--- src/rtl/wvs_pkg.sv ---
// Shared definitions for the way replacement selector.
package wvs_pkg;
    typedef enum logic [1:0] {
        POL_LRU  = 2'd0,
        POL_FIFO = 2'd1,
        POL_RAND = 2'd2
    } policy_e;

    localparam logic [15:0] LFSR_SEED = 16'hACE1;
endpackage

--- src/rtl/wvs_order_list.sv ---
// Per-set ordered list of way numbers: entry 0 is the newest, and the last
// entry is the eviction candidate. An update moves a way to the front.
// Assumes NUM_SETS is a power of two and upd_way < NUM_WAYS.
module wvs_order_list #(
    parameter int NUM_SETS = 16,
    parameter int NUM_WAYS = 4,
    localparam int SET_W = (NUM_SETS > 1) ? $clog2(NUM_SETS) : 1,
    localparam int WAY_W = (NUM_WAYS > 1) ? $clog2(NUM_WAYS) : 1
) (
    input  logic             clk,
    input  logic             rst_n,
    input  logic             upd_en,
    input  logic [SET_W-1:0] upd_set,
    input  logic [WAY_W-1:0] upd_way,
    input  logic [SET_W-1:0] rd_set,
    output logic [WAY_W-1:0] tail_way
);
    logic [WAY_W-1:0] ord_q [NUM_SETS][NUM_WAYS];
    logic [WAY_W-1:0] row_cur [NUM_WAYS];
    logic [WAY_W-1:0] row_nxt [NUM_WAYS];

    // Build the reordered row for the updated set.
    always_comb begin
        logic seen;
        seen = 1'b0;
        for (int k = 0; k < NUM_WAYS; k++) row_cur[k] = ord_q[upd_set][k];
        row_nxt[0] = upd_way;
        for (int k = 1; k < NUM_WAYS; k++) begin
            seen       = seen | (row_cur[k-1] == upd_way);
            row_nxt[k] = seen ? row_cur[k] : row_cur[k-1];
        end
    end

    // Hold the lists: reset ranks way 0 last, and an update writes one row.
    always_ff @(posedge clk) begin
        if (!rst_n) begin
            for (int s = 0; s < NUM_SETS; s++)
                for (int k = 0; k < NUM_WAYS; k++)
                    ord_q[s][k] <= WAY_W'(NUM_WAYS - 1 - k);
        end else if (upd_en) begin
            for (int k = 0; k < NUM_WAYS; k++)
                ord_q[upd_set][k] <= row_nxt[k];
        end
    end

    // Present the candidate of the requested set.
    assign tail_way = ord_q[rd_set][NUM_WAYS-1];
endmodule

--- src/rtl/wvs_lfsr.sv ---
// 16-bit maximal-length Fibonacci LFSR with a fixed seed. It steps once
// for each cycle in which step is high.
module wvs_lfsr (
    input  logic        clk,
    input  logic        rst_n,
    input  logic        step,
    output logic [15:0] value
);
    logic [15:0] lfsr_q;

    // Advance the generator on a step.
    always_ff @(posedge clk) begin
        if (!rst_n)    lfsr_q <= wvs_pkg::LFSR_SEED;
        else if (step) lfsr_q <= {lfsr_q[14:0], lfsr_q[15] ^ lfsr_q[13] ^ lfsr_q[12] ^ lfsr_q[10]};
    end

    assign value = lfsr_q;
endmodule

--- src/rtl/wvs_invalid_pick.sv ---
// Finds the lowest-numbered invalid way. Purely combinational.
module wvs_invalid_pick #(
    parameter int NUM_WAYS = 4,
    localparam int WAY_W = (NUM_WAYS > 1) ? $clog2(NUM_WAYS) : 1
) (
    input  logic [NUM_WAYS-1:0] valid,
    output logic                any_free,
    output logic [WAY_W-1:0]    free_way
);
    // Scan from the top down so that the lowest invalid index wins.
    always_comb begin
        any_free = 1'b0;
        free_way = '0;
        for (int w = NUM_WAYS - 1; w >= 0; w--) begin
            if (!valid[w]) begin
                any_free = 1'b1;
                free_way = WAY_W'(w);
            end
        end
    end
endmodule

--- src/rtl/way_victim_select.sv ---
// Replacement selector for an N-way set-associative structure. POLICY picks
// LRU, FIFO or pseudorandom selection. An invalid way always wins.
// The victim is combinational from the current state. Accesses update the
// state on the next clock edge.
module way_victim_select #(
    parameter int NUM_SETS = 16,
    parameter int NUM_WAYS = 4,
    parameter wvs_pkg::policy_e POLICY = wvs_pkg::POL_LRU,
    localparam int SET_W = (NUM_SETS > 1) ? $clog2(NUM_SETS) : 1,
    localparam int WAY_W = (NUM_WAYS > 1) ? $clog2(NUM_WAYS) : 1
) (
    input  logic                clk,
    input  logic                rst_n,
    input  logic                acc_valid,
    input  logic                acc_fill,
    input  logic [SET_W-1:0]    acc_set,
    input  logic [WAY_W-1:0]    acc_way,
    input  logic                vic_req,
    input  logic [SET_W-1:0]    vic_set,
    input  logic [NUM_WAYS-1:0] way_valid,
    output logic [WAY_W-1:0]    victim_way
);
    logic             any_free;
    logic [WAY_W-1:0] free_way;
    logic [WAY_W-1:0] policy_way;

    wvs_invalid_pick #(.NUM_WAYS(NUM_WAYS)) u_pick (
        .valid(way_valid), .any_free(any_free), .free_way(free_way)
    );

    generate
        if (NUM_WAYS == 1) begin : g_direct
            logic unused_dm;
            assign unused_dm  = ^{clk, rst_n, acc_valid, acc_fill, acc_set, acc_way, vic_req, vic_set};
            assign policy_way = '0;
        end else if (POLICY == wvs_pkg::POL_RAND) begin : g_rand
            logic [15:0] lfsr_val;
            logic [15:0] lfsr_mod;
            logic        unused_rand;
            wvs_lfsr u_lfsr (.clk(clk), .rst_n(rst_n), .step(vic_req), .value(lfsr_val));
            assign lfsr_mod    = lfsr_val % 16'(NUM_WAYS);
            assign policy_way  = lfsr_mod[WAY_W-1:0];
            assign unused_rand = ^{acc_valid, acc_fill, acc_set, acc_way, vic_set, lfsr_mod[15:WAY_W]};
        end else begin : g_list
            logic upd_en;
            // LRU reorders on every access; FIFO reorders on fills only.
            assign upd_en = acc_valid && ((POLICY == wvs_pkg::POL_LRU) || acc_fill);
            wvs_order_list #(.NUM_SETS(NUM_SETS), .NUM_WAYS(NUM_WAYS)) u_list (
                .clk(clk), .rst_n(rst_n), .upd_en(upd_en), .upd_set(acc_set),
                .upd_way(acc_way), .rd_set(vic_set), .tail_way(policy_way)
            );
            logic unused_list;
            assign unused_list = vic_req;
        end
    endgenerate

    // An invalid way takes priority over the policy choice.
    assign victim_way = any_free ? free_way : policy_way;
endmodule

--- config.mk ---
export PLATFORM = sky130hd
export DESIGN_NAME = way_victim_select
export DESIGN_NICKNAME = d
export VERILOG_FILES = /design/src/rtl/wvs_pkg.sv /design/src/rtl/wvs_order_list.sv /design/src/rtl/wvs_lfsr.sv /design/src/rtl/wvs_invalid_pick.sv /design/src/rtl/way_victim_select.sv
export SDC_FILE = /design/constraint.sdc
export NUM_CORES = 1
export LEC_CHECK = 0
export BUFFER_PORTS_ARGS = -buffer_cell sky130_fd_sc_hd__clkbuf_2
export CAP_MARGIN = 20
export CORE_MARGIN = 2
export CORE_UTILIZATION = 50
export CTS_CLUSTER_SIZE = 40
export DETAILED_ROUTE_END_ITERATION = 10
export GPL_ROUTABILITY_DRIVEN = 1
export HOLD_SLACK_MARGIN = 0.05
export PLACE_DENSITY_LB_ADDON = 0.2
export SLEW_MARGIN = 40
export SYNTH_ARGS = -nofsm -noshare
export SYNTH_HDL_FRONTEND = slang
export SYNTH_HIERARCHICAL = 1
export SYNTH_SLANG_ARGS = --single-unit
--- constraint.sdc ---
create_clock -name clk -period 3.2 [get_ports clk]
set_input_delay 0.32 -clock clk [delete_from_list [all_inputs] [get_ports clk]]
set_output_delay 0.32 -clock clk [all_outputs]
set_load 0.02 [all_outputs]
[Yosys cells after proc, flatten, opt, wreduce, memory -nomap -nowiden]
Memories as Yosys holds them, arrays and structs flattened.
Index checks and enable logic that the tools add are counted.
W data, S select, Z words.
Word-level totals
  bits in registers: 0
  bits in latches: 0
  RAM bits: 128
  ROM bits: 0
  logic and storage cells: 26
  memories: 1
Operators by class
  $add $sub $neg: 0
  multipliers: 0
  div/mod/pow operators: 0
  $lt $le $gt $ge: 0
  eq/ne operators: 3
  shift operators: 0
  mux-type cells: 19
  bitwise operators: 2
  reductions and logical operators: 1
Memory list
  g_list.u_list.ord_q: words 16, width 8, read ports 2, clocked after memory_dff 0, write ports 16, RTL line wvs_order_list.sv:18  | logic [WAY_W-1:0] ord_q [NUM_SETS][NUM_WAYS];
Operators by type and width (count)
  $mux W2: 8
  $mux W1: 9
  $mux W8: 1
  $reduce_or A8 Y1: 1
  $eq A2 B2 Y1: 3
  $mux W4: 1
  $or A1 B1 Y1: 2

[Longest topological paths before layout]
An unclocked memory read counts as a cell.
  depth after elaboration: 6
  mapped depth: 12
  mapped depth without buffers: 7

[Cells and area by module]
The synthesis kept the hierarchy.
Modules (own cells, without submodules)
  wvs_order_list: instances 1, cells an instance 458, area an instance 6336.1 sq um, seq. area each 3843.7 sq um
  wvs_invalid_pick: instances 1, cells an instance 5, area an instance 28.8 sq um, seq. area each 0.0 sq um
  way_victim_select: instances 1, cells an instance 2, area an instance 22.5 sq um, seq. area each 0.0 sq um

[Worst setup path after synthesis]
OpenSTA, ideal clock, no wires.
  path type: input to register
  start: input port acc_set[1]
  end: memory g_list.u_list/ord_q[1][2] (netlist name), data pin
  setup time: 0.276 ns
  arrival: 2.631 ns
  data required time: 2.924 ns
  setup slack: 0.292 ns
  stages on the path: 9
  cell sequence: buf_6 > mux4_1 > mux2_2 > a22oi_4 > xnor2_1 > a32oi_4 > mux2i_1 > buf_2 > nand3_1
RTL lines
  start, declared: RTL line way_victim_select.sv:16  | input logic [SET_W-1:0] acc_set,
  end, declared: RTL line wvs_order_list.sv:18

==> key figures <==
Pwr
  • PwrDens: 601 nW/um^2
  • LEAKAGE: 2.47 nW
  • Max VDD drop: 0.542 mV

Synth
  • Async S/R FF share, synth: 0%
  • Mean Syn Cell Area: 13.7 sq um
  • Cell count after synthesis: 465
  • Post-synth top flop: edfxtp_1
  • Post-synthesis register bit count: 128
  • Synth cell count leaders: edfxtp_1 (128), nand2_1 (69), nor2_1 (42), a21oi_1 (36), mux4_2 (34)
  • Synth area leader: edfxtp_1
  • Area of the mapped netlist: 6390 sq um
  • Yosys warning total: 6
  • Sequential fraction of the synthesis area: 60.2%
  • Number of synthesized flops with an enable pin: 128
  • Share of the synthesized area in the top cell type: 60.2%
  • Largest family of logic cells by synthesized area: multiplexers
  • Simple logic cell fraction of the synthesized area: 12.2%
  • Synth Area in Compound Gates: 5.47%
  • Multiplexer share of the synthesized area: 18.2%
  • Synth Area in Adders: 0%
  • Synth unique cells: 37
  • Syn Nets: 484
  • Main area contributors after synthesis: edfxtp_1 (60%), mux4_2 (12%), nand2_1 (4.1%)
  • Xor and xnor fraction of the mapped netlist area: 0.823%
  • Most frequent cell after synthesis: edfxtp_1

Run
  • Max_cap viols: 0

Drt
  • Remaining antenna violation count: 0
  • Initial drt markers: 437
  • Drt total wl: 15.8 mm
  • Routed vias/inst: 6.14
  • Vias: 4197
  • WL/cell: 23.1 um
  • Drt first pass iters: 8
  • Post-route DRC: 0

Worst setup path
  • FF-to-FF End: g_list.u_list/ord_q[10][2]
  • FF-to-FF Start: g_list.u_list/ord_q[13][6]
  • R2R depth: 8
  • CP Data Required Time: 3.35 ns
  • R2R setup slack: 0.35 ns
  • Endpoint class of the critical path: flip-flop
  • Critical path class: reg -> reg
  • CP arrival: 3.00 ns
  • CP Max Fanout: 16
  • Worst Setup Start Kind: flip-flop

Die
  • Num ports: 21
  • Die area: 13700 sq um
  • Core area: 12600 sq um
  • Initial Utilization: 50.8%
  • Die Y: 117 um
  • Die W: 117 um
  • Rows: 41

Timing
  • Final period demand of the worst path: 2.85 ns
  • Final setup violation count: 0
  • Worst Max-Slew Pin Slew: 0.606 ns
  • RSZ-0062 raised after global routing: no
  • Setup ws final: 0.350 ns
  • Fmax: 351 MHz
  • Rel. slew slack: 59.3%
  • Setup TNS: 0 ns
  • Final Max Tran Viols: 0
  • Max Clock Skew: 0.00825 ns
  • Final period util: 89.1%
  • Final-report hold violation count: 0

Place
  • # port buffers: 18
  • GPL Wtd Cong: 0.832
  • Hpwl dp: 10.9 mm
  • Post-Place Worst Slack: 0.0102 ns

GRT
  • GRT Util Overall: 24.7%
  • Largest net degree at the start of global routing: 23
  • Global-route wire length before repair: 23.6 mm
  • Vias in the first global route: 4109
  • Initial antenna violation count: 0
  • GRT Residual Overflow: 0

Finish
  • Final nets: 517
  • Final Util: 58.4%
  • Reg with most FFs: g_list.u_list/ord_q
  • Layout area overhead: 14.9%
  • Filler cell count: 987
  • Diode count: 0
  • Max reg flops: 128
  • Share of cells above drive strength 1: 23.9%
  • Largest regs: g_list.u_list/ord_q (128)

Clocking
  • CTS tree: yes
  • Post-CTS Resized: 0
  • Buffer depth of the longest clock path: 2
  • Hold buffer count at CTS: 0
  • Worst-path clk slew: 0.06 ns
  • Clock Latency Late Sink: 0.42 ns
  • Root Buffer: clkbuf_16
  • Setup repair bufs after CTS: 0
  • Htree depth: 4
  • CTS Sinks: 128
  • Clock buffer count from CTS: 17

Min path
  • Hold Crit Class: in -> reg
  • Worst hold start: acc_way[0]
  • WHS Path Cells: 4
  • Hold path endpoint: g_list.u_list/ord_q[2][6]

Status
  • Status: complete, no violations
==> cells in the final DEF (no fill, tap or decap), drive strengths merged, types with 6 or more instances in the layout <==
cell type  instances
edfxtp           128
nand3             22
or3               15
a21oi             36
inv                6
mux2i             20
nand2             69
mux2               6
nor3               6
clkbuf            35
mux4              39
clkinvlp           6
nand2b            10
nor2              42
buf               30
==> where the power goes <==
group / internal (mW) / switching (mW)
registers: 1.91 / 0.0227
clock network: 1.23 / 0.749
logic: 0.179 / 0.325
total: 3.32 / 1.10
==> worst max-delay path: stages (launching register included) <==
cell and delay [ns]:
edfxtp_1 0.39, mux4_1 0.51, mux2_2 0.33, a22oi_4 0.24, xnor2_1 0.15, a32oi_4 0.35
mux2i_1 0.23, buf_4 0.26, nand3_1 0.12
==> worst max-delay path by stage <==
stage / slack [ns] / depth (start not counted) / from / endpoint
floorplan: 0.29 / 9 / acc_set[1] / g_list.u_list/ord_q[1][2]
finish: 0.35 / 8 / g_list.u_list/ord_q[13][6] / g_list.u_list/ord_q[10][2]
detailed placement: 0.01 / 10 / acc_set[1] / g_list.u_list/ord_q[7][0]
global route: 0.27 / 10 / acc_set[1] / g_list.u_list/ord_q[10][2]
global placement: 0.09 / 10 / acc_set[1] / g_list.u_list/ord_q[5][2]
CTS: 0.36 / 8 / g_list.u_list/ord_q[13][6] / g_list.u_list/ord_q[10][2]
==> through the flow <==
step                std cells  cell area, sq um  hold WS, ns  power, mW
global route              683              7340        0.494       4.53
detailed placement        651              6730        0.895       2.46
global placement          651              6730        0.880       2.45
CTS                       683              7340        0.469       4.43
finish                    683              7340        0.481       4.41
floorplan                 465              6390        0.701       2.30
==> final cells by class <==
cell class	count	area (sq um)	area share, %
flip-flops and latches	128	3840	52.4
multi-input cells	300	2340	31.9
clock buffers	17	425	5.80
repair buffers	48	315	4.30
well taps	172	215	2.93
clock inverters	15	185	2.52
inverters	3	11.3	0.153
==> logic make-up after synthesis <==
logic type	Yosys count
compound gates	55
xor+xnor	6
buf+inv	37
flops	128
mux	65
simple gates	174
==> routing by layer <==
layer | wire length (um) | share of wire (%) | vias up | track usage, %
met5 | 0 | 0 | - | 0
met3 | 1260 | 8.0 | 31 | 5.30
li1 | - | - | 1845 | -
met4 | 352 | 2.2 | 0 | 10.9
met2 | 7400 | 47 | 200 | 36.5
met1 | 6740 | 43 | 2121 | 35.6
(Power assumes the default switching activity.)
